--- src/rtl/rstk_pkg.sv ---
package rstk_pkg;
  typedef enum logic [1:0] {
    ST_IDLE = 2'd0,
    ST_ACC1 = 2'd1,
    ST_ACC2 = 2'd2,
    ST_FIN  = 2'd3
  } rstk_state_e;

  typedef enum logic [1:0] {
    OP_PUSH = 2'd0,
    OP_POPF = 2'd1,
    OP_POPA = 2'd2
  } rstk_op_e;
endpackage

--- src/rtl/rstk_ptr.sv ---
module rstk_ptr #(
  parameter int SP_W = 3
) (
  input  logic            clk,
  input  logic            rst_n,
  input  logic            inc,
  input  logic            dec,
  output logic [SP_W-1:0] sp
);
  always_ff @(posedge clk) begin
    if (!rst_n)   sp <= '0;
    else if (inc) sp <= sp + 1'b1;
    else if (dec) sp <= sp - 1'b1;
  end


  ptr_inc_chk: assert property (@(posedge clk) disable iff (!rst_n)
    inc |=> sp == SP_W'($past(sp) + 1'b1));

  ptr_dec_chk: assert property (@(posedge clk) disable iff (!rst_n)
    dec |=> sp == SP_W'($past(sp) - 1'b1));

  ptr_hold_chk: assert property (@(posedge clk) disable iff (!rst_n)
    (!inc && !dec) |=> $stable(sp));
endmodule

--- src/rtl/rstk_seq.sv ---
module rstk_seq
  import rstk_pkg::*;
(
  input  logic        clk,
  input  logic        rst_n,
  input  logic        push_req,
  input  logic        popf_req,
  input  logic        popa_req,
  output rstk_state_e state,
  output rstk_op_e    op,
  output logic        accept,
  output logic        sp_inc,
  output logic        sp_dec,
  output logic        done
);
  rstk_op_e op_sel;

  assign accept = (state == ST_IDLE) && (push_req || popf_req || popa_req);
  assign op_sel = push_req ? OP_PUSH : (popf_req ? OP_POPF : OP_POPA);
  assign sp_dec = accept && !push_req;
  assign sp_inc = (state == ST_FIN) && (op == OP_PUSH);

  always_ff @(posedge clk) begin
    if (!rst_n) begin
      state <= ST_IDLE;
      op    <= OP_PUSH;
      done  <= 1'b0;
    end else begin
      done <= (state == ST_FIN);
      unique case (state)
        ST_IDLE: if (accept) begin
          state <= ST_ACC1;
          op    <= op_sel;
        end
        ST_ACC1: state <= ST_ACC2;
        ST_ACC2: state <= ST_FIN;
        ST_FIN:  state <= ST_IDLE;
        default: state <= ST_IDLE;
      endcase
    end
  end


  done_single_chk: assert property (@(posedge clk) disable iff (!rst_n)
    done |=> !done);

  no_restart_chk: assert property (@(posedge clk) disable iff (!rst_n)
    (state == ST_ACC1) |=> (state == ST_ACC2));

  done_after_fin_chk: assert property (@(posedge clk) disable iff (!rst_n)
    done |-> $past(state) == ST_FIN);
endmodule

--- src/rtl/rstk_xfer.sv ---
module rstk_xfer
  import rstk_pkg::*;
#(
  parameter int PC_W   = 12,
  parameter int FLAG_W = 4,
  parameter int BYTE_W = 8,
  parameter int SP_W   = 3,
  parameter int ADDR_W = 6,
  parameter int BASE   = 8
) (
  input  logic              clk,
  input  logic              rst_n,
  input  rstk_state_e       state,
  input  rstk_op_e          op,
  input  logic              accept,
  input  logic [SP_W-1:0]   sp,
  input  logic [PC_W-1:0]   pc_in,
  input  logic [FLAG_W-1:0] flags_in,
  input  logic [BYTE_W-1:0] rdata,
  output logic              mem_en,
  output logic              mem_we,
  output logic [ADDR_W-1:0] mem_addr,
  output logic [BYTE_W-1:0] mem_wdata,
  output logic [PC_W-1:0]   pc_out,
  output logic [FLAG_W-1:0] flags_out
);
  localparam int PCH_W = PC_W - BYTE_W;
  localparam int DEPTH = 1 << SP_W;
  localparam int TOP   = BASE + 2 * DEPTH - 1;

  logic [PC_W-1:0]   pc_q;
  logic [FLAG_W-1:0] fl_q;
  logic [BYTE_W-1:0] lo_q;
  logic              hi_sel;

  always_ff @(posedge clk) begin
    if (!rst_n) begin
      pc_q <= '0;
      fl_q <= '0;
    end else if (accept) begin
      pc_q <= pc_in;
      fl_q <= flags_in;
    end
  end

  always_comb begin
    mem_en    = 1'b0;
    mem_we    = 1'b0;
    hi_sel    = 1'b0;
    mem_wdata = '0;
    if (state == ST_ACC1) begin
      mem_en    = 1'b1;
      mem_we    = (op == OP_PUSH);
      mem_wdata = pc_q[BYTE_W-1:0];
    end else if (state == ST_ACC2) begin
      mem_en    = 1'b1;
      mem_we    = (op == OP_PUSH);
      hi_sel    = 1'b1;
      mem_wdata = {fl_q, pc_q[PC_W-1:BYTE_W]};
    end
  end

  assign mem_addr = ADDR_W'(BASE) + ADDR_W'({sp, hi_sel});

  always_ff @(posedge clk) begin
    if (!rst_n) begin
      lo_q      <= '0;
      pc_out    <= '0;
      flags_out <= '0;
    end else begin
      if (state == ST_ACC2 && op != OP_PUSH) lo_q <= rdata;
      if (state == ST_FIN && op != OP_PUSH) begin
        pc_out <= {rdata[PCH_W-1:0], lo_q};
        if (op == OP_POPF) flags_out <= rdata[BYTE_W-1 -: FLAG_W];
      end
    end
  end


  addr_window_chk: assert property (@(posedge clk) disable iff (!rst_n)
    mem_en |-> (int'(mem_addr) >= BASE) && (int'(mem_addr) <= TOP));

  lo_even_chk: assert property (@(posedge clk) disable iff (!rst_n)
    (mem_en && state == ST_ACC1) |-> !mem_addr[0]);

  hi_odd_chk: assert property (@(posedge clk) disable iff (!rst_n)
    (mem_en && state == ST_ACC2) |-> mem_addr[0]);

  flags_keep_chk: assert property (@(posedge clk) disable iff (!rst_n)
    (state == ST_FIN && op == OP_POPA) |=> $stable(flags_out));

  quiet_idle_chk: assert property (@(posedge clk) disable iff (!rst_n)
    (state == ST_IDLE || state == ST_FIN) |-> !mem_en);
endmodule

--- src/rtl/rstk_ctrl.sv ---
module rstk_ctrl
  import rstk_pkg::*;
#(
  parameter int PC_W   = 12,
  parameter int FLAG_W = 4,
  parameter int BYTE_W = 8,
  parameter int SP_W   = 3,
  parameter int ADDR_W = 6,
  parameter int BASE   = 8
) (
  input  logic              clk,
  input  logic              rst_n,
  input  logic              push_i,
  input  logic              pop_full_i,
  input  logic              pop_pc_i,
  input  logic [PC_W-1:0]   pc_i,
  input  logic [FLAG_W-1:0] flags_i,
  output logic [PC_W-1:0]   pc_o,
  output logic [FLAG_W-1:0] flags_o,
  output logic [SP_W-1:0]   sp_o,
  output logic              done_o,
  output logic              mem_en_o,
  output logic              mem_we_o,
  output logic [ADDR_W-1:0] mem_addr_o,
  output logic [BYTE_W-1:0] mem_wdata_o,
  input  logic [BYTE_W-1:0] mem_rdata_i
);
  rstk_state_e state;
  rstk_op_e    op;
  logic        accept, sp_inc, sp_dec;

  rstk_seq u_seq (
    .clk(clk), .rst_n(rst_n),
    .push_req(push_i), .popf_req(pop_full_i), .popa_req(pop_pc_i),
    .state(state), .op(op), .accept(accept),
    .sp_inc(sp_inc), .sp_dec(sp_dec), .done(done_o)
  );

  rstk_ptr #(.SP_W(SP_W)) u_ptr (
    .clk(clk), .rst_n(rst_n), .inc(sp_inc), .dec(sp_dec), .sp(sp_o)
  );

  rstk_xfer #(
    .PC_W(PC_W), .FLAG_W(FLAG_W), .BYTE_W(BYTE_W),
    .SP_W(SP_W), .ADDR_W(ADDR_W), .BASE(BASE)
  ) u_xfer (
    .clk(clk), .rst_n(rst_n), .state(state), .op(op), .accept(accept),
    .sp(sp_o), .pc_in(pc_i), .flags_in(flags_i), .rdata(mem_rdata_i),
    .mem_en(mem_en_o), .mem_we(mem_we_o), .mem_addr(mem_addr_o),
    .mem_wdata(mem_wdata_o), .pc_out(pc_o), .flags_out(flags_o)
  );


  write_push_only_chk: assert property (@(posedge clk) disable iff (!rst_n)
    mem_we_o |-> (op == OP_PUSH) && mem_en_o);

  push_ptr_late_chk: assert property (@(posedge clk) disable iff (!rst_n)
    (mem_we_o && mem_addr_o[0]) |=> $stable(sp_o));
endmodule

--- config.mk ---
export PLATFORM = sky130hd
export DESIGN_NAME = rstk_ctrl
export DESIGN_NICKNAME = d
export VERILOG_FILES = /design/src/rtl/rstk_pkg.sv /design/src/rtl/rstk_ptr.sv /design/src/rtl/rstk_seq.sv /design/src/rtl/rstk_xfer.sv /design/src/rtl/rstk_ctrl.sv
export SDC_FILE = /design/constraint.sdc
export NUM_CORES = 1
export LEC_CHECK = 0
export BUFFER_PORTS_ARGS = -buffer_cell sky130_fd_sc_hd__buf_2
export CAP_MARGIN = 0
export CORE_MARGIN = 4
export CORE_UTILIZATION = 40
export CTS_CLUSTER_DIAMETER = 200
export DETAILED_ROUTE_END_ITERATION = 7
export GPL_ROUTABILITY_DRIVEN = 0
export PLACE_DENSITY = 0.75
export SYNTH_ARGS = -nofsm -noshare
export SYNTH_HDL_FRONTEND = slang
export SYNTH_SLANG_ARGS = --single-unit
--- constraint.sdc ---
create_clock -name clk -period 3 [get_ports clk]
set_input_delay 0.45 -clock clk [delete_from_list [all_inputs] [get_ports clk]]
set_output_delay 0.45 -clock clk [all_outputs]
set_load 0.02 [all_outputs]
==> run summary <==
R2R depth = 5
Hold EP = u_xfer.fl_q[3]
Congestion Overflow GR = 0
Syn Area/Cell = 8.60 sq um
reg2reg start = u_seq.state[0]
setup bufs post-CTS = 0
Seq cells post-synth = 48
die area = 6570 sq um
WL/cell = 11.9 microns
global-route wire length before repair = 7310 microns
die width = 81.0 microns
Die Ht = 81.0 microns
crit-path cells = ha_1, or3b_1, fa_1, o311a_1, a311o_1
layout cell share with drive strength beyond 1 = 24.6%
Worst path max stage delay = 0.46 ns
unrepaired setup endpoints after global routing = no
Hold Crit Depth = 3
Post-DP HPWL = 3160 microns
synth unique cells = 30
leading area contributor after synthesis = dfxtp_1
worst skew pair latency = 0.29 ns
Final Power = 0.00193 W
CTS Root Cell = clkbuf_8
Hold Path Origin = flags_i[3]
initial antenna violation count = 0
PortBufs = 63
CTS H-Tree Depth = 2
clock skew = 0.00560 ns
antenna cells = 0
Crit path max-delay family = adder cells
Final #Nets = 334
setup slack, reg-to-reg = 0.75 ns
Crit Path Max Fanout = 5
Commonest cells post-synth = nand2_1 (77), dfxtp_1 (48), a21boi_0 (28)
Hold Buf Count CTS = 0
max-slew violations = 0
Vias/cell = 4.77
post-synthesis sequential area ratio = 45.0%
FF-to-FF End = u_ptr.sp[2]
num rows = 26
Post-Route WL = 4420 microns
top cell type's share of synthesized area = 45.0%
I/O pin count = 65
async set-or-reset flop fraction in the synthesized netlist = 0%
Reg clk slew, reported paths = 0.09 ns
Tightest Hold Check Type = in -> reg
CTS tree = built
synth top area cells = dfxtp_1 (45%), nand2_1 (14%), a21boi_0 (9.9%)
post-synth net total = 282
DRC Markers = 0
gr usage total = 14.0%
First-pass DRT Iterations = 4
CP endpoint kind = register
EDFF count, synth = 0
Tcrit/Tclk final = 74.9%
synthesis-to-layout area growth = 18.7%
status = complete, no violations
WP data arrival = 2.43 ns
Worst VDD drop = 0.556 mV
Clock Path Buffers = 2
vias in the first global route = 1658
CP Class = reg -> reg
worst-margin pin slew = 0.778 ns
Leakage = 1.14 nW
via count = 1769
Hold Vio Cnt, Final = 0
Synth Instances = 248
required time of the critical path = 3.18 ns
hold slack = 0.398 ns
core area = 5140 sq um
Setup TNS = 0 ns
top achievable clock speed = 445 MHz
initial cell density of the core = 41.5%
WP buf/inv = 0
CTS Buf Count = 5
Power per Cell Area = 761 nW/um^2
Syn Std Cell Area = 2130 sq um
Synth Flop Type = dfxtp_1
most common cell in the netlist = nand2_1
yosys warns = 0
largest net degree at the start of global routing = 54
Sink Count = 48
starting DRC count in detailed routing = 80
max cap viols = 0
relative slew slack = 47.8%
minimum clock period = 2.25 ns
Setup crit start kind = register
post_cts resized = 0
setup violators final = 0
CP max stage cell = or3b_1
antenna viol nets, final = 0
-- how the worst max path moves through the flow --
| stage | cells past startpoint | start | to |
|---|---|---|---|
| floorplan | 6 | u_seq.state[0] | u_ptr.sp[2] |
| global placement | 5 | u_seq.state[0] | u_ptr.sp[2] |
| detailed placement | 5 | u_seq.state[0] | u_ptr.sp[2] |
| CTS | 5 | u_seq.state[0] | u_ptr.sp[2] |
| global route | 5 | u_seq.state[1] | u_ptr.sp[2] |
| finish | 5 | u_seq.state[0] | u_ptr.sp[2] |
-- tightest hold or removal path: cells and delay by family --
family | cells | cell delay [ns]
buffers and inverters | 1 | 0.09
and+or+nand+nor | 1 | 0.05
AOI/OAI and AO/OA | 1 | 0.05
-- cell usage in the layout, fill, tap and decap left out, drive strengths merged --
cell	n
inv	3
nor2b	14
a311o	1
a21oi	3
or3	1
o21a	2
o21ai	12
mux2i	15
dfxtp	48
nor3	2
nand2b	1
or3b	1
nand2	77
o31ai	1
nand3b	4
nor4b	1
nor2	3
buf	65
clkbuf	7
clkinvlp	1
conb	1
a21boi	29
ha	4
o31a	1
fa	1
o311a	1
and2	2
-- power by group --
| group | total (W) | internal [W] | switching (W) |
|---|---|---|---|
| registers | 0.000817 | 0.000737 | 0.0000794 |
| logic | 0.000717 | 0.000258 | 0.000459 |
| clock network | 0.000392 | 0.000188 | 0.000205 |
| total | 0.00193 | 0.00118 | 0.000743 |
-- per-stage QoR --
| step | setup WS [ns] | std cells | instance area, sq um | utilization, % |
|---|---|---|---|---|
| after global placement | 0.847 | 363 | 2440 | 47.4 |
| after floorplan | 0.866 | 248 | 2130 | - |
| after detailed placement | 0.784 | 363 | 2440 | 47.4 |
| after CTS | 0.769 | 371 | 2530 | 49.2 |
| final | 0.752 | 371 | 2530 | 49.2 |
| after global routing | 0.658 | 371 | 2530 | 49.2 |
-- kinds of logic after synthesis --
| logic type | count (synthesis) | share of synthesized area [%] |
|---|---|---|
| DFF | 48 | 45.0 |
| adders and majority gates | 5 | 3.28 |
| muxes | 15 | 7.04 |
| buffers and inverters | 23 | 5.87 |
| and+or+nand+nor | 106 | 22.1 |
| AOI/OAI and AO/OA | 50 | 16.5 |
| other | 1 | 0.176 |
-- final cells by class --
| type | count | area (sq um) |
|---|---|---|
| clock inverters | 1 | 7.51 |
| flip-flops and latches | 48 | 961 |
| fillers | 535 | 2610 |
| well taps | 70 | 87.6 |
| clock buffers | 7 | 86.3 |
| multi-input cells | 177 | 1050 |
| inverters | 3 | 11.3 |
| repair buffers | 65 | 330 |
-- registers in the layout, summed over array words and instances, names as in the netlist --
signal / count
u_ptr.sp: 3
u_seq.done: 1
u_seq.op: 2
u_seq.state: 2
u_xfer.fl_q: 4
u_xfer.flags_out: 4
u_xfer.lo_q: 8
u_xfer.pc_out: 12
u_xfer.pc_q: 12
-- routing by layer --
layer	part of all wire [%]	wire length, microns	GRT usage [%]
met3	4.4	194	2.88
met5	0	0	0
met4	0.90	40	4.56
met1	46	2020	18.0
met2	49	2170	23.3
Note: power is estimated with default switching activity, not from simulation.
